<file path="src/rtl/lvp_pkg.sv">
package lvp_pkg;
  typedef enum logic [2:0] {
    M_READ    = 3'd0,
    M_ODIS    = 3'd1,
    M_PROG    = 3'd2,
    M_VERIFY  = 3'd3,
    M_INHIBIT = 3'd4,
    M_STBY    = 3'd5,
    M_IDENT   = 3'd6,
    M_ILLEGAL = 3'd7
  } mode_t;
endpackage

</file>
<file path="src/rtl/lvp_mode_decode.sv">
module lvp_mode_decode
  import lvp_pkg::*;
(
  input  logic  ce_n,
  input  logic  oe_n,
  input  logic  vpp_hi,
  input  logic  id_hv,
  output mode_t mode
);
  always_comb begin
    if (vpp_hi && id_hv) begin
      mode = M_ILLEGAL;
    end else if (vpp_hi) begin
      case ({ce_n, oe_n})
        2'b01:   mode = M_PROG;
        2'b10:   mode = M_VERIFY;
        2'b11:   mode = M_INHIBIT;
        default: mode = M_ILLEGAL;
      endcase
    end else if (ce_n) begin
      mode = M_STBY;
    end else if (oe_n) begin
      mode = M_ODIS;
    end else if (id_hv) begin
      mode = M_IDENT;
    end else begin
      mode = M_READ;
    end
  end
endmodule

</file>
<file path="src/rtl/lvp_pulse_qual.sv">
module lvp_pulse_qual #(
  parameter int AW     = 6,
  parameter int DW     = 8,
  parameter int MIN_PW = 4,
  parameter int CW     = 8
) (
  input  logic          clk,
  input  logic          rst_n,
  input  logic          in_prog,
  input  logic          ce_n,
  input  logic [AW-1:0] addr,
  input  logic [DW-1:0] din,
  output logic          wr_en,
  output logic [AW-1:0] wr_addr,
  output logic [DW-1:0] wr_data,
  output logic [CW-1:0] short_cnt
);
  localparam int RW = $clog2(MIN_PW + 1);
  localparam logic [RW-1:0] RUN_SAT = RW'(MIN_PW);
  localparam logic [CW-1:0] CNT_MAX = {CW{1'b1}};

  logic [RW-1:0] run_q, run_d;
  logic          armed_q, armed_d;
  logic [AW-1:0] la_q, la_d;
  logic [DW-1:0] ld_q, ld_d;
  logic [CW-1:0] sc_q, sc_d;
  logic          pulse_end, long_enough;

  assign pulse_end   = armed_q && ce_n;
  assign long_enough = (run_q >= RUN_SAT);

  always_comb begin
    run_d   = '0;
    armed_d = 1'b0;
    la_d    = la_q;
    ld_d    = ld_q;
    sc_d    = sc_q;
    if (in_prog) begin
      armed_d = 1'b1;
      run_d   = (run_q == RUN_SAT) ? run_q : run_q + 1'b1;
      la_d    = addr;
      ld_d    = din;
    end
    if (pulse_end && !long_enough && (sc_q != CNT_MAX)) begin
      sc_d = sc_q + 1'b1;
    end
  end

  always_ff @(posedge clk or negedge rst_n) begin
    if (!rst_n) begin
      run_q   <= '0;
      armed_q <= 1'b0;
      la_q    <= '0;
      ld_q    <= '0;
      sc_q    <= '0;
    end else begin
      run_q   <= run_d;
      armed_q <= armed_d;
      la_q    <= la_d;
      ld_q    <= ld_d;
      sc_q    <= sc_d;
    end
  end

  assign wr_en     = pulse_end && long_enough;
  assign wr_addr   = la_q;
  assign wr_data   = ld_q;
  assign short_cnt = sc_q;

  // the rejected-pulse count never decreases
  a_r6_count_monotonic: assert property (@(posedge clk) disable iff (!rst_n)
    1'b1 |=> short_cnt >= $past(short_cnt));
  // a write and a rejection never coincide with an unchanged count rule broken
  a_r6_no_count_on_write: assert property (@(posedge clk) disable iff (!rst_n)
    wr_en |=> $stable(short_cnt));
endmodule

</file>
<file path="src/rtl/lvp_cell_array.sv">
module lvp_cell_array #(
  parameter int AW = 6,
  parameter int DW = 8
) (
  input  logic          clk,
  input  logic          rst_n,
  input  logic          wr_en,
  input  logic [AW-1:0] wr_addr,
  input  logic [DW-1:0] wr_data,
  input  logic [AW-1:0] rd_addr,
  output logic [DW-1:0] rd_data
);
  localparam int DEPTH = 1 << AW;

  logic [DW-1:0] cell_q [DEPTH];
  logic [DW-1:0] wr_old;

  for (genvar g = 0; g < DEPTH; g++) begin : g_cell
    logic          hit;
    logic [DW-1:0] nxt;
    assign hit = wr_en && (wr_addr == AW'(g));
    assign nxt = hit ? (cell_q[g] & wr_data) : cell_q[g];
    always_ff @(posedge clk or negedge rst_n) begin
      if (!rst_n) cell_q[g] <= {DW{1'b1}};
      else if (hit) cell_q[g] <= nxt;
    end
  end

  assign rd_data = cell_q[rd_addr];
  assign wr_old  = cell_q[wr_addr];

  // a program pulse leaves old AND data in the addressed cell
  a_r5_only_clears: assert property (@(posedge clk) disable iff (!rst_n)
    wr_en |=> cell_q[$past(wr_addr)] == ($past(wr_old) & $past(wr_data)));
endmodule

</file>
<file path="src/rtl/lvp_prom_ctrl.sv">
module lvp_prom_ctrl
  import lvp_pkg::*;
#(
  parameter int          AW      = 6,
  parameter int          MIN_PW  = 4,
  parameter int          CW      = 8,
  parameter logic [7:0]  MAKER_B = 8'h20,
  parameter logic [7:0]  DEV_B   = 8'hB4
) (
  input  logic          clk,
  input  logic          rst_n,
  input  logic          ce_n,
  input  logic          oe_n,
  input  logic          vpp_hi,
  input  logic          id_hv,
  input  logic [AW-1:0] addr,
  input  logic [7:0]    dq_in,
  output logic [7:0]    dq_out,
  output logic          dq_oe,
  output logic          id_invalid,
  output logic          combo_err,
  output logic [CW-1:0] short_cnt
);
  localparam int DW = 8;

  logic          rs_q1, rs_q2;
  mode_t         mode;
  logic          wr_en;
  logic [AW-1:0] wr_addr;
  logic [DW-1:0] wr_data, rd_data;
  logic          id_bad;

  always_ff @(posedge clk or negedge rst_n) begin
    if (!rst_n) begin
      rs_q1 <= 1'b0;
      rs_q2 <= 1'b0;
    end else begin
      rs_q1 <= 1'b1;
      rs_q2 <= rs_q1;
    end
  end

  lvp_mode_decode u_dec (
    .ce_n   (ce_n),
    .oe_n   (oe_n),
    .vpp_hi (vpp_hi),
    .id_hv  (id_hv),
    .mode   (mode)
  );

  lvp_pulse_qual #(.AW(AW), .DW(DW), .MIN_PW(MIN_PW), .CW(CW)) u_pq (
    .clk       (clk),
    .rst_n     (rs_q2),
    .in_prog   (mode == M_PROG),
    .ce_n      (ce_n),
    .addr      (addr),
    .din       (dq_in),
    .wr_en     (wr_en),
    .wr_addr   (wr_addr),
    .wr_data   (wr_data),
    .short_cnt (short_cnt)
  );

  lvp_cell_array #(.AW(AW), .DW(DW)) u_arr (
    .clk     (clk),
    .rst_n   (rs_q2),
    .wr_en   (wr_en),
    .wr_addr (wr_addr),
    .wr_data (wr_data),
    .rd_addr (addr),
    .rd_data (rd_data)
  );

  assign id_bad = |addr[AW-1:1];

  always_comb begin
    dq_oe      = 1'b0;
    dq_out     = '0;
    id_invalid = 1'b0;
    combo_err  = (mode == M_ILLEGAL);
    case (mode)
      M_READ, M_VERIFY: begin
        dq_oe  = 1'b1;
        dq_out = rd_data;
      end
      M_IDENT: begin
        dq_oe      = 1'b1;
        id_invalid = id_bad;
        dq_out     = id_bad ? 8'hFF : (addr[0] ? DEV_B : MAKER_B);
      end
      default: ;
    endcase
  end

  // no drive when deselected without programming voltage
  a_r3_standby_quiet: assert property (@(posedge clk) disable iff (!rs_q2)
    (ce_n && !vpp_hi) |-> !dq_oe);
  // bus is an input during a program pulse
  a_r4_prog_input: assert property (@(posedge clk) disable iff (!rs_q2)
    (vpp_hi && !id_hv && !ce_n && oe_n) |-> !dq_oe);
  // an invalid identification access returns all ones
  a_r10_invalid_ff: assert property (@(posedge clk) disable iff (!rs_q2)
    id_invalid |-> (dq_oe && dq_out == 8'hFF));
  // an illegal combination never drives the bus
  a_r11_illegal_quiet: assert property (@(posedge clk) disable iff (!rs_q2)
    combo_err |-> !dq_oe);
  // both high-voltage flags always count as illegal
  a_r11_both_flags: assert property (@(posedge clk) disable iff (!rs_q2)
    (vpp_hi && id_hv) |-> combo_err);
endmodule

</file>
<file path="config.mk">
export PLATFORM = sky130hd
export DESIGN_NAME = lvp_prom_ctrl
export DESIGN_NICKNAME = d
export VERILOG_FILES = /design/src/rtl/lvp_pkg.sv /design/src/rtl/lvp_mode_decode.sv /design/src/rtl/lvp_pulse_qual.sv /design/src/rtl/lvp_cell_array.sv /design/src/rtl/lvp_prom_ctrl.sv
export SDC_FILE = /design/constraint.sdc
export NUM_CORES = 1
export LEC_CHECK = 0
export ABC_AREA = 1
export ABC_CLOCK_PERIOD_IN_PS = 17600
export BUFFER_PORTS_ARGS = -buffer_cell sky130_fd_sc_hd__clkbuf_2
export CORE_ASPECT_RATIO = 0.8
export CORE_UTILIZATION = 55
export DETAILED_ROUTE_END_ITERATION = 10
export PLACE_DENSITY = 0.7
export SYNTH_ARGS = -nofsm -noshare
export SYNTH_HDL_FRONTEND = slang
export SYNTH_SLANG_ARGS = --single-unit
</file>
<file path="constraint.sdc">
create_clock -name clk -period 17.6 [get_ports clk]
set_input_delay 1.76 -clock clk [delete_from_list [all_inputs] [get_ports clk]]
set_output_delay 1.76 -clock clk [all_outputs]
set_load 0.005 [all_outputs]
</file>
Word level (Yosys, flattened, before mapping)
Index checks and enable logic that the tools add are counted.

Register bits: 540. Input bits: 20. Output and inout port bits: 19. Logic and storage cells: 305.

Add/sub/neg operators: 2. Order comparisons: 2. Equality and inequality tests: 73. Multiplexer cells: 17. Bitwise gates (word level): 65. Reduce and logical (&&, ||, !) cells: 75.

Operators with widths (count): AND 8 bit (64); equality test 6 bit (second input constant) (32); equality test 6 x 5 -> 1 bit (second input constant) (16); logical AND 1 bit (69); binary-select mux 8 bit (select 6 bit) (1); equality test 6 x 4 -> 1 bit (second input constant) (8); 2-to-1 mux 8 bit (4); equality test 6 x 3 -> 1 bit (second input constant) (4); 2-to-1 mux 3 bit (7); case mux 8 bit (2 select lines) (1); equality test 6 x 2 -> 1 bit (second input constant) (2); equality test 3 bit (second input constant) (3); case mux 3 bit (3 select lines) (1); adder 8 x 1 -> 8 bit (second input constant) (1); inequality test 8 bit (second input constant) (1); >= comparator 7 bit (second input constant) (1); NOT 6 -> 7 bit (1); equality test 3 x 2 -> 1 bit (second input constant) (2); equality test 6 x 1 -> 1 bit (second input constant) (1); logical NOT 6 bit (1); OR reduction 5 bit (1); equality test 2 bit (second input constant) (2); adder 3 x 1 -> 3 bit (second input constant) (1); >= comparator 3 bit (second input constant) (1); other kinds (7) (9).

Longest topological paths before layout
Gate-level depths: netlist (run 1).

Depth in word-level cells: 8. Depth in mapped cells: 13. Mapped depth without buffers: 11.

Modules after synthesis
Synthesis (run 1) repeated with hierarchy kept, for this count alone.

Cell total of the unflattened synthesis: 2623. Area total of the unflattened synthesis: 24916.4 um2.

Modules (own cells, without submodules): lvp_cell_array (instances 1, cells an instance 2447, area an instance 23391.2 um2, seq. area each 13452.9 um2); lvp_pulse_qual (instances 1, cells an instance 115, area an instance 1192.4 um2, seq. area each 650.6 um2); lvp_prom_ctrl (instances 1, cells an instance 38, area an instance 205.2 um2, seq. area each 50.0 um2); lvp_mode_decode (instances 1, cells an instance 23, area an instance 127.6 um2, seq. area each 0.0 um2).

Worst setup path before layout (run 1)
OpenSTA, ideal clock, no wires.

Path type: input to output. From: input ce_n. To: output dq_out[2]. Arrival time: 2.915 ns. Data required time: 15.840 ns. Path slack: 12.925 ns. Stages: 9. Path buffers: 0. Cell sequence: inv_1 -> ha_1 -> o31ai_2 -> nand2_1 -> inv_1 -> nand2_1 -> nor2_1 -> a31oi_1 -> nand2_1.

Word-level cells in the longest chain between the ends: 7. Elaborated cells between the ends (all ways): 12. Classes of those cells: eq/ne: 5; mux: 5; reduce/logical: 2.

RTL lines: start: declaration (RTL line lvp_prom_ctrl.sv:12) `input logic ce_n,`; equality test 2 bit / equality test 2 x 1 -> 1 bit (equally long branches) (RTL line lvp_mode_decode.sv:14) `case ({ce_n, oe_n})`; case mux 3 bit (3 select lines) (RTL line lvp_mode_decode.sv:14); 2-to-1 mux 3 bit * (RTL line lvp_mode_decode.sv:13) `end else if (vpp_hi) begin`; 2-to-1 mux 3 bit * (RTL line lvp_mode_decode.sv:11) `if (vpp_hi && id_hv) begin`; equality test 3 x 2 -> 1 bit / logical NOT 3 bit (equally long branches) (RTL line lvp_prom_ctrl.sv:81) `case (mode)`; OR reduction 2 bit; case mux 8 bit (2 select lines) * (RTL line lvp_prom_ctrl.sv:81); end: declaration (RTL line lvp_prom_ctrl.sv:18) `output logic [7:0] dq_out,`.

Every way passes the cells marked *; elsewhere a longest branch is shown, timed or not.

Worst setup path in the final report (run 1)
From: input addr[0]. To: output dq_out[1].

Word-level cells in the longest chain between the ends: 5.

RTL lines: start: declaration (RTL line lvp_prom_ctrl.sv:16) `input logic [AW-1:0] addr,`; NOT 6 -> 7 bit (implied by the code) (RTL line lvp_cell_array.sv:29) `assign rd_data = cell_q[rd_addr];`; binary-select mux 8 bit (select 6 bit) (RTL line lvp_cell_array.sv:29); 2-to-1 mux 8 bit (implied by the code) (2 in a row) (RTL line lvp_cell_array.sv:29); case mux 8 bit (2 select lines) (RTL line lvp_prom_ctrl.sv:81).

Every way passes these cells. The select of a mux whose other input is x is not followed.

==> results of run 1 <==
-- cell usage after synthesis (2+ instances only) --
master,count,area [µm²]
ha_1,7,87.58
xnor2_1,5,43.79
inv_2,2,7.510
a21boi_0,307,2305
xor2_1,4,35.03
nand3_1,406,2032
nand3_2,2,20.02
a21oi_1,239,1196
clkbuf_1,69,259.0
nor3_2,5,50.05
inv_1,229,859.6
dfstp_2,512,13450
o211ai_1,9,67.56
nor2_1,45,168.9
inv_4,3,18.77
nand2_1,573,2151
buf_6,7,78.83
buf_2,61,305.3
o21ai_0,62,310.3
nand4_1,3,18.77
nor3_4,31,504.2
dfrtp_1,28,700.7
buf_4,15,112.6
a21boi_1,2,15.01
buf_1,20,75.07
a21boi_2,7,78.83
-- power by group through the flow --
stage	clock network (µW)	registers [µW]	logic, µW
2_1_floorplan	0	1300	226
3_3_place_gp	0	1290	358
3_5_place_dp	0	1290	364
4_1_cts	1160	1280	365
5_1_grt	1210	1280	397
6_report	1140	1280	371
-- final cells by class --
cell class | instances | area share
inverter | 234 | 0.03290
timing repair buffer | 60 | 0.01400
clock buffer | 78 | 0.05581
clock inverter | 15 | 0.007393
sequential | 540 | 0.5228
multi-input combinational | 1719 | 0.3392
tap | 603 | 0.02786
-- worst max-delay path: cells and delay by family --
family	cells	cell delay [ns]
buf+inv	5	2.55
simple gates	8	1.00
-- stage by stage --
| step | total power (µW) | instance area, µm² | setup slack (ns) | instances | hold slack (ns) |
|---|---|---|---|---|---|
| finish | 2790 | 27080 | 10.30 | 3249 | 0.3565 |
| floorplan | 1527 | 25060 | 2.329 | 2666 | 0.3312 |
| global placement | 1652 | 25370 | 10.46 | 3156 | 0.3388 |
| CTS | 2806 | 27080 | 10.41 | 3249 | 0.3619 |
| global route | 2891 | 27080 | 10.02 | 3249 | 0.3652 |
| detailed placement | 1659 | 25370 | 10.43 | 3156 | 0.3464 |
-- cell families after synthesis --
family,share of synthesized area
other,0.0001496
AOI/OAI and AO/OA,0.1604
DFF,0.5648
adders and majority gates,0.003495
and+or+nand+nor,0.1989
muxes,0.0004493
xor gates and xnor gates,0.003145
buffers and inverters,0.06870
-- state kept, by name (all words and copies together) (netlist names) --
name	count
rs_q1	1
rs_q2	1
u_arr.cell_q	512
u_pq.armed_q	1
u_pq.run_q	3
u_pq.short_cnt	8
u_pq.wr_addr	6
u_pq.wr_data	8
-- layer usage --
metal,vias to the layer above,global-route usage,wire [µm]
met2,731,0.4427,29480
li1,8694,-,-
met4,0,0.1193,2447
met3,139,0.05607,5243
met5,-,0,0
met1,9743,0.4428,30800
-- how the worst min path moves through the flow --
stage	slack, ns	start	cells past startpoint	to
finish	0.36	rs_q1	0	rs_q2
detailed placement	0.35	rs_q1	0	rs_q2
CTS	0.36	rs_q1	0	rs_q2
floorplan	0.33	rs_q1	0	rs_q2
global route	0.37	rs_q1	0	rs_q2
global placement	0.34	rs_q1	0	rs_q2
==> metrics.cfg, run 1 <==
[routing]
drc_errors = 0
drt_iter0_drc = 1965
vias_per_cell = 5.942
postRouteAntennaNets = 0
wl_um = 67980
drt-pass1-iter-count = 7
num_vias = 19307
wl_per_cell_um = 20.92

[cells_and_area]
drive_above_1_share = 0.2698
multi_input_area_um2 = 9186
layout.nets = 2634
n_fill_cell = 3737
syn_to_final_growth_pct = 8.064
final_cell_mix = nand2_1 (573), dfstp_2 (512), nand3_1 (406), a21boi_0 (307), a21oi_1 (239)
seqCellArea_um2 = 14160
final_common_cell = nand2_1
diodes = 0
fin_util = 0.6067

[setup_path]
cp_data_arrival_time_ns = 5.54
crit_top_cell = nand3_1
r2r_end = u_pq.wr_addr[1]
r2r_cells = 2
crit_path_end = dq_out[1]
cpMaxStageDelayCell = buf_4
cp_cell_sequence = clkbuf_8 -> inv_6 -> buf_4 -> buf_4 -> nand2_1 -> nand3_1 -> nand3_1 -> nand3_1 -> nand3_1 -> nand3_1 -> nand3_1 -> nand2_1 -> clkbuf_2
critPathKind = in2out
path_max_fanout = 94
cp-start-kind = input port
crit_path_start = addr[0]
required_ns = 15.84
r2r_start = rs_q2
crit_path_end_kind = primary output
reg2reg_slack_ns = 14.71
max_stage_delay_ns = 0.88

[clocking]
clock_path_buffers = 3
clk_pin_slew_worst_paths_ns = 0.06
cts_buffers = 52
clk_latency_ns = 0.60
postCtsHoldBufs = 0
postCtsSetupBuffers = 0
cts_resized = 0
clock-root-buffer = clkbuf_16
cts_tree = done
clock_sinks = 540
h-tree-depth = 2

[power_and_ir_drop]
vdd.ir_drop.worst_uv = 94.68
switchingPower_uw = 815.3
switching_share = 0.2922
p_int_uw = 1975
p_leak_uw = 0.01202
p_per_area_nw_per_um2 = 103.0
pwr-share-seq = 0.458
pwr-share-clk = 0.409
power_frac_comb = 0.133

[floorplanning]
core_area_um2 = 44630
fp.dieArea_um2 = 46420
placementRows = 69
io_pins = 39
fp.dieW_um = 240.6
start_util = 0.5614
die_h_um = 192.9

[timing]
max-slew-margin-rel = 0.1732
fin_skew_ns = 0.01881
tns_ns = 0
finalCritPeriodShare = 0.4150
slew_violations = 0
period_needed_ns = 7.304
worst_pin_slew_ns = 1.240
finalHoldViolCount = 0
rsz0062_at_grt = false
max_clock_freq_mhz = 136.9
finalSetupViolations = 0

[placement]
io_buffers = 38
routabilityCongestion = 0.8751
dpl.hpwl_um = 40370

[yosys]
synth_area_um2 = 25060
synthFlopType = dfstp_2
seq_area_frac_synth = 0.5648
synthArstFlopShare = 1.000
ys_warn_count = 0
ys_types = 39
avgSynthCellArea_um2 = 9.399
synthCells = 2666
ys_ff_latch = 540
syn-num-nets = 2693
synth_edf_count = 0

[job]
cap_violations = 0

[run_status]
outcome = finished, final reports clean

[global_routing]
grt-ovfl-total = 0
antenna_found_initial = 0
grtUsageTotal = 0.3019
grt_pass1_wl_um = 108600
grt_max_degree = 206
grt_pass1_vias = 18956

[min_path]
worstHoldPathType = reg2reg

No activity file was read; power rests on OpenSTA's default activity.
==> run 2, diff against run 1 <==
Settings changed: ABC_CLOCK_PERIOD_IN_PS 17600 to 6650, PLACE_DENSITY 0.7 to 0.73.
Clock period 17.6 ns to 6.65 ns, I/O delays scaled along.
==> metrics.cfg, run 2 (synthesis gave the netlist of run 1 again) <==
[run_status]
outcome = finished, final reports clean

[placement]
dp.cells = 3155
io_buffers = 38
dpl.hpwl_um = 39870
routabilityCongestion = 0.8993

[min_path]
worstHoldPathType = in2reg
min_to = u_pq.wr_data[6]
min_from = dq_in[6]
worst_hold_path.num_cells = 3

[routing]
vias_per_cell = 5.971
drt-pass1-iter-count = 7
drt_iter0_drc = 1840
wl_um = 68010
num_vias = 19437
wl_per_cell_um = 20.89
drc_errors = 0
postRouteAntennaNets = 0

[global_routing]
grtUsageTotal = 0.3044
grt_pass1_vias = 19126
grt_max_degree = 192
grt-ovfl-total = 0
grt_pass1_wl_um = 108800
antenna_found_initial = 2

[cells_and_area]
n_fill_cell = 3733
syn_to_final_growth_pct = 8.668
layout.nets = 2636
fin_util = 0.6101
largest-register = u_arr.cell_q
drive_above_1_share = 0.2736
finalNonFillerCells = 3255
largest_reg_flops = 512
final_cell_mix = nand2_1 (573), dfstp_2 (512), nand3_1 (406), a21boi_0 (307), a21oi_1 (239)
final_common_cell = nand2_1

[timing]
tns_ns = 0
fin_skew_ns = 0.02931
max-slew-margin-rel = 0.1534
finalSetupViolations = 0
finalHoldViolCount = 0
slew_violations = 0
finalCritPeriodShare = 0.6487
max_clock_freq_mhz = 231.8
worst_pin_slew_ns = 1.270
rsz0062_at_grt = false
period_needed_ns = 4.314

[setup_path]
r2r_cells = 5
path_max_fanout = 79
cp-start-kind = input port
critPathKind = in2out
r2r_end = u_arr.cell_q[342]
crit_path_end_kind = primary output
required_ns = 5.98
cp_data_arrival_time_ns = 3.65
reg2reg_slack_ns = 4.56
r2r_start = u_pq.run_q[2]

[floorplanning]
placementRows = 69
fp.dieW_um = 240.6
start_util = 0.5614
core_area_um2 = 44630
die_h_um = 192.9
io_pins = 39
fp.dieArea_um2 = 46420

[power_and_ir_drop]
p_leak_uw = 0.01209
vdd.ir_drop.worst_uv = 643.0
fin_total_pwr_uw = 7506
p_per_area_nw_per_um2 = 275.7

[clocking]
clock_sinks = 540
cts_buffers = 54
cts_resized = 0
clock_path_buffers = 3
cts_tree = done
h-tree-depth = 2
clk_pin_slew_worst_paths_ns = 0.06
clock-root-buffer = clkbuf_16
clk_latency_ns = 0.63

[job]
cap_violations = 0

-- run 2: cell type report --
type	count	area (µm²)	share of cell area
Inverter	234	890.9	0.03271
Clock inverter	20	229.0	0.008408
Multi-Input combinational cell	1719	9186	0.3373
Tap cell	603	754.5	0.02771
Antenna cell	2	5.005	0.0001838
Sequential cell	540	14160	0.5199
Timing Repair Buffer	60	419.2	0.01539
Clock buffer	77	1589	0.05835
-- run 2: per-stage QoR --
| step | area, µm² | hold slack [ns] | setup WS, ns |
|---|---|---|---|
| final | 27230 | 0.2607 | 2.336 |
| after global routing | 27230 | 0.2672 | 2.136 |
| after CTS | 27230 | 0.2387 | 2.455 |
| after detailed placement | 25400 | 0.3379 | 2.460 |
| after global placement | 25400 | 0.3343 | 2.462 |
| after floorplan | 25060 | 0.3312 | 1.680 |
-- run 2: metal layers --
metal  GRT usage  vias up  part of all wire
li1            -     8713                 -
met1      0.4383     9745              0.44
met2      0.4486      838              0.44
met3     0.08039      141             0.090
met4     0.09750        0             0.029
met5           0        -                 0
-- run 2: how the worst max path moves through the flow --
stage            start            to  slack (ns)
3_5_place_dp   addr[0]     dq_out[1]        2.46
2_1_floorplan    rs_q2  u_pq.armed_q        1.68
4_1_cts        addr[0]     dq_out[1]        2.45
6_report       addr[1]     dq_out[7]        2.34
3_3_place_gp   addr[0]     dq_out[2]        2.46
5_1_grt        addr[0]     dq_out[2]        2.14
-- run 2: where the power goes --
part	total (µW)	leakage (µW)	switching, µW	internal [µW]
Combinational	989	0.00551	851	137
Sequential	3380	0.00567	41.4	3340
Clock	3140	0.000903	1320	1810
Total	7510	0.0121	2220	5290
-- run 2: timing repair --
item | in CTS | in global routing
setup buffers | 0 | 0
endpoints found under the hold margin | 2 | 0
hold buffers | 1 | 0
-- run 2: critical path: stages --
cell      delay [ns]
buf_4           0.35
inv_6           0.64
buf_4           0.66
nand3_1         0.15
nand2_1         0.09
nand2_1         0.04
nand3_1         0.15
nand3_1         0.09
nand3_1         0.23
nand3_1         0.10
nand2_1         0.16
clkbuf_2        0.15
